File: src/rtl/mcd_pkg.sv
package mcd_pkg;

    localparam int OPC_W = 6;
    localparam int FNC_W = 6;

    typedef enum logic [1:0] {
        ALU_ADD = 2'b00,
        ALU_SUB = 2'b01,
        ALU_OR  = 2'b10
    } alu_op_e;

    typedef enum logic [2:0] {
        CLS_NONE  = 3'd0,
        CLS_REG   = 3'd1,
        CLS_ORI   = 3'd2,
        CLS_LOAD  = 3'd3,
        CLS_STORE = 3'd4,
        CLS_BEQ   = 3'd5
    } cls_e;

    typedef struct packed {
        logic    dst_rd;
        logic    src_imm;
        logic    ext_sgn;
        logic    wb_mem;
        logic    mem_we;
        logic    reg_we;
        logic    br_eq;
        alu_op_e alu;
    } ctrl_t;

    localparam logic [OPC_W-1:0] OPC_REG   = 6'h00;
    localparam logic [OPC_W-1:0] OPC_ORI   = 6'h0D;
    localparam logic [OPC_W-1:0] OPC_LOAD  = 6'h23;
    localparam logic [OPC_W-1:0] OPC_STORE = 6'h2B;
    localparam logic [OPC_W-1:0] OPC_BEQ   = 6'h04;

    localparam logic [FNC_W-1:0] FNC_ADDU  = 6'h21;
    localparam logic [FNC_W-1:0] FNC_SUBU  = 6'h23;

    localparam ctrl_t CTRL_SAFE = '{
        dst_rd: 1'b0, src_imm: 1'b0, ext_sgn: 1'b0, wb_mem: 1'b0,
        mem_we: 1'b0, reg_we: 1'b0, br_eq: 1'b0, alu: ALU_ADD
    };

endpackage

File: src/rtl/mcd_class_decode.sv
module mcd_class_decode
    import mcd_pkg::*;
#(
    parameter int OP_W = OPC_W
) (
    input  logic [OP_W-1:0] opc_i,
    output cls_e            cls_o
);

    always_comb begin
        unique case (opc_i)
            OPC_REG:   cls_o = CLS_REG;
            OPC_ORI:   cls_o = CLS_ORI;
            OPC_LOAD:  cls_o = CLS_LOAD;
            OPC_STORE: cls_o = CLS_STORE;
            OPC_BEQ:   cls_o = CLS_BEQ;
            default:   cls_o = CLS_NONE;
        endcase
    end

endmodule

File: src/rtl/mcd_funct_decode.sv
module mcd_funct_decode
    import mcd_pkg::*;
#(
    parameter int FN_W = FNC_W
) (
    input  logic [FN_W-1:0] fnc_i,
    output logic            fnc_ok_o,
    output alu_op_e         fnc_alu_o
);

    always_comb begin
        unique case (fnc_i)
            FNC_ADDU: begin
                fnc_ok_o  = 1'b1;
                fnc_alu_o = ALU_ADD;
            end
            FNC_SUBU: begin
                fnc_ok_o  = 1'b1;
                fnc_alu_o = ALU_SUB;
            end
            default: begin
                fnc_ok_o  = 1'b0;
                fnc_alu_o = ALU_ADD;
            end
        endcase
    end

endmodule

File: src/rtl/mcd_ctrl_gen.sv
module mcd_ctrl_gen
    import mcd_pkg::*;
(
    input  cls_e    cls_i,
    input  logic    fnc_ok_i,
    input  alu_op_e fnc_alu_i,
    output ctrl_t   ctrl_o
);

    always_comb begin
        ctrl_o = CTRL_SAFE;
        unique case (cls_i)
            CLS_REG: begin
                if (fnc_ok_i) begin
                    ctrl_o.dst_rd = 1'b1;
                    ctrl_o.reg_we = 1'b1;
                    ctrl_o.alu    = fnc_alu_i;
                end
            end
            CLS_ORI: begin
                ctrl_o.src_imm = 1'b1;
                ctrl_o.reg_we  = 1'b1;
                ctrl_o.alu     = ALU_OR;
            end
            CLS_LOAD: begin
                ctrl_o.src_imm = 1'b1;
                ctrl_o.ext_sgn = 1'b1;
                ctrl_o.wb_mem  = 1'b1;
                ctrl_o.reg_we  = 1'b1;
            end
            CLS_STORE: begin
                ctrl_o.src_imm = 1'b1;
                ctrl_o.ext_sgn = 1'b1;
                ctrl_o.mem_we  = 1'b1;
            end
            CLS_BEQ: begin
                ctrl_o.ext_sgn = 1'b1;
                ctrl_o.br_eq   = 1'b1;
                ctrl_o.alu     = ALU_SUB;
            end
            default: ctrl_o = CTRL_SAFE;
        endcase
    end

endmodule

File: src/rtl/mcd_main_decoder.sv
module mcd_main_decoder
    import mcd_pkg::*;
#(
    parameter int INSTR_W = 32,
    parameter int OP_W    = OPC_W,
    parameter int FN_W    = FNC_W
) (
    input  logic [INSTR_W-1:0] instr_i,
    output logic               dst_rd_o,
    output logic               alu_src_imm_o,
    output logic               ext_sign_o,
    output logic               wb_from_mem_o,
    output logic               mem_we_o,
    output logic               reg_we_o,
    output logic               branch_eq_o,
    output logic [1:0]         alu_op_o
);

    localparam int OP_LSB = INSTR_W - OP_W;

    logic [OP_W-1:0] opc;
    logic [FN_W-1:0] fnc;
    cls_e            cls;
    logic            fnc_ok;
    alu_op_e         fnc_alu;
    ctrl_t           ctrl;

    assign opc = instr_i[INSTR_W-1:OP_LSB];
    assign fnc = instr_i[FN_W-1:0];

    mcd_class_decode #(.OP_W(OP_W)) u_cls (
        .opc_i (opc),
        .cls_o (cls)
    );

    mcd_funct_decode #(.FN_W(FN_W)) u_fnc (
        .fnc_i     (fnc),
        .fnc_ok_o  (fnc_ok),
        .fnc_alu_o (fnc_alu)
    );

    mcd_ctrl_gen u_gen (
        .cls_i     (cls),
        .fnc_ok_i  (fnc_ok),
        .fnc_alu_i (fnc_alu),
        .ctrl_o    (ctrl)
    );

    assign dst_rd_o      = ctrl.dst_rd;
    assign alu_src_imm_o = ctrl.src_imm;
    assign ext_sign_o    = ctrl.ext_sgn;
    assign wb_from_mem_o = ctrl.wb_mem;
    assign mem_we_o      = ctrl.mem_we;
    assign reg_we_o      = ctrl.reg_we;
    assign branch_eq_o   = ctrl.br_eq;
    assign alu_op_o      = ctrl.alu;

endmodule

File: config.mk
export PLATFORM = sky130hd
export DESIGN_NAME = mcd_main_decoder
export DESIGN_NICKNAME = d
export VERILOG_FILES = /design/src/rtl/mcd_pkg.sv /design/src/rtl/mcd_class_decode.sv /design/src/rtl/mcd_funct_decode.sv /design/src/rtl/mcd_ctrl_gen.sv /design/src/rtl/mcd_main_decoder.sv
export SDC_FILE = /design/constraint.sdc
export NUM_CORES = 1
export LEC_CHECK = 0
export BUFFER_PORTS_ARGS = -buffer_cell sky130_fd_sc_hd__buf_2
export CORE_AREA = 2 2 39 41
export DETAILED_ROUTE_END_ITERATION = 7
export DIE_AREA = 0 0 41 43
export GPL_ROUTABILITY_DRIVEN = 0
export SYNTH_ARGS = -nofsm -noshare
export SYNTH_HDL_FRONTEND = slang
export SYNTH_SLANG_ARGS = --single-unit
File: constraint.sdc
create_clock -name vclk -period 2.3
set_input_delay 0.115 -clock vclk [all_inputs]
set_output_delay 0.115 -clock vclk [all_outputs]
set_load 0.01 [all_outputs]
==> metrics.yaml <==
power_and_ir_drop:
  switching_share_pct: 52.5
  clock_power_share_pct: 0
  switching_power_w: 0.0000160
  p_total_w: 0.0000304
  p_comb_share_pct: 100.0
  ir_worst_vdd_uv: 17.2
  internal_power_w: 0.0000144
  p_leak_nw: 0.162
  seqPwrFrac_pct: 0
  pwr_density_cell_mw_per_mm2: 104
placed_design:
  hpwlAfterDp_um: 480
  placed_cell_area_um2: 293
  numPortBuffers: 21
yosys:
  yosysWarnings: 0
  avgSynthCellArea_um2: 6.71
  yosys.area_share.simple_pct: 67.9
  yosys.area_share.adder_pct: 0
  synth-seq-area-share_pct: 0
  synth.top_cell.area_share_pct: 8.96
  synth.net_count: 57
  syn-cell-area_um2: 168
  synth_top_area_cell: "nor3_1"
  synthTopCellsByArea: "nor3_1 9.0%, and3_1 7.5%, o31ai_2 7.5%"
  yosys.cell_types.count: 18
  synthXorXnorAreaFrac_pct: 0
  postSynthCellCount: 25
  synth_mux_area_share_pct: 0
  synth-compound-area-share_pct: 32.1
  synth_top_family_by_area: "simple AND/OR/NAND/NOR gates"
drt:
  vias: 262
  ant_nets: 0
  vias_per_cell: 4.23
  wire_per_inst_um: 8.81
  wl_um: 546
  first_iter_violations: 5
  drcViolationCount: 0
  first_pass_iters: 2
cells_and_area:
  drive_gt1_share_pct: 58.7
  seq_cell_count: 0
  post-route-util_pct: 21.2
  area_growth_pct: 74.6
  final_cell_area_um2: 293
  mostFrequentLayoutCell: "buf_2"
  antenna_cells: 0
  clock_buffers: 0
  regArea_um2: 0
  nets: 80
  mostFrequentLayoutCells: "21 x buf_2, 3 x nor3_1, 3 x nand2_1"
critical_path:
  start_kind: "primary input"
  path_buf_inv: 2
  crit_chain: "buf_2 -> nor2_2 -> a32oi_1 -> or3b_4 -> o31ai_2 -> buf_2"
  cpMostUsedCell: "buf_2"
  cp-startpoint: "instr_i[27]"
  endpoint: "reg_we_o"
  path_max_fanout: 5
  slowest_delay_ns: 0.40
  arrival_ns: 1.18
  crit_cells: 6
  slowest_stage: "or3b_4"
  required_ns: 2.18
  end_kind: "output pin"
  crit_type: "primary input to output pin"
  crit_family: "simple AND/OR/NAND/NOR gates"
global_routing:
  grt_max_degree: 9
  grt_pass1_wl_um: 841
  overflow: 0
  grt_pass1_vias: 238
  track_usage_pct: 6.19
  antenna_found_initial: 0
sta:
  setup_viol: 0
  slew_headroom_pct: 76.3
  worst_pin_slew_ns: 0.350
  rsz0062_at_grt: "false"
  finalHoldViolations: 0
  min_period_over_period_pct: 56.1
  report.final.slew_viol_count: 0
  fmax_mhz: 775
  fin_crit_ns: 1.29
  setup_tns_ns: 0
clocking:
  cts_setup_buffers: 0
  ctsResizeCount: 0
  postCtsHoldBufs: 0
floorplan:
  num_rows: 14
  die_w_um: 41
  initial_utilization_pct: 12.1
  fp.dieH_um: 43
  core_mm2: 0.00138
  io_pins: 41
  die_area_mm2: 0.00176
flow_run:
  drv_cap: 0
outcome:
  outcome: "completed"
hold_path:
  worstHoldPathType: "primary input to output pin"
-- routing by layer --
metal,track usage [%],wire (um),up-vias
met5,0,0,-
met4,0,0,0
met3,0,61,0
met2,10.0,215,12
met1,9.49,269,109
li1,-,-,141
-- power by group through the flow --
| stage | Combinational (W) | Clock (W) | Sequential [W] |
|---|---|---|---|
| 2_1_floorplan | 0.0000115 | 0 | 0 |
| 3_3_place_gp | 0.0000300 | 0 | 0 |
| 3_5_place_dp | 0.0000303 | 0 | 0 |
| 4_1_cts | 0.0000304 | 0 | 0 |
| 5_1_grt | 0.0000334 | 0 | 0 |
| 6_report | 0.0000304 | 0 | 0 |
-- cells by family after synthesis --
family / count (synthesis)
simple gates: 19
compound gates: 6
-- worst min path at each step --
stage	slack, ns	endpoint	depth (start not counted)	startpoint
global placement	0.56	wb_from_mem_o	3	instr_i[29]
global route	0.59	wb_from_mem_o	3	instr_i[29]
detailed placement	0.56	wb_from_mem_o	3	instr_i[29]
CTS	0.57	wb_from_mem_o	3	instr_i[29]
floorplan	0.27	ext_sign_o	1	instr_i[30]
finish	0.57	wb_from_mem_o	3	instr_i[29]
-- synth_stat cells --
cell type and number:
nand2_1 3, nor3_1 3, and3_1 2, nand3_1 2
nor2_1 2, a21oi_1 1, a21oi_2 1, a32oi_1 1
nand4_1 1, nor2_2 1, nor2b_1 1, nor2b_2 1
nor4b_1 1, nor4bb_1 1, o21ai_2 1, o21ba_1 1
o31ai_2 1, or3b_4 1
-- stage by stage --
step           instances  worst slack [ns]  hold slack [ns]
6_report              62              1.01            0.568
5_1_grt               62             0.944            0.595
4_1_cts               62              1.01            0.565
3_5_place_dp          62              1.01            0.565
3_3_place_gp          62              1.02            0.563
2_1_floorplan         25              1.34            0.274
-- area by class of cell --
cell class	instances	area [um^2]
Multi-Input combinational cell	25	168
Tap cell	16	20.0
Timing Repair Buffer	21	105
Fill cell	156	1090
Power figures use the tool's default switching activity.
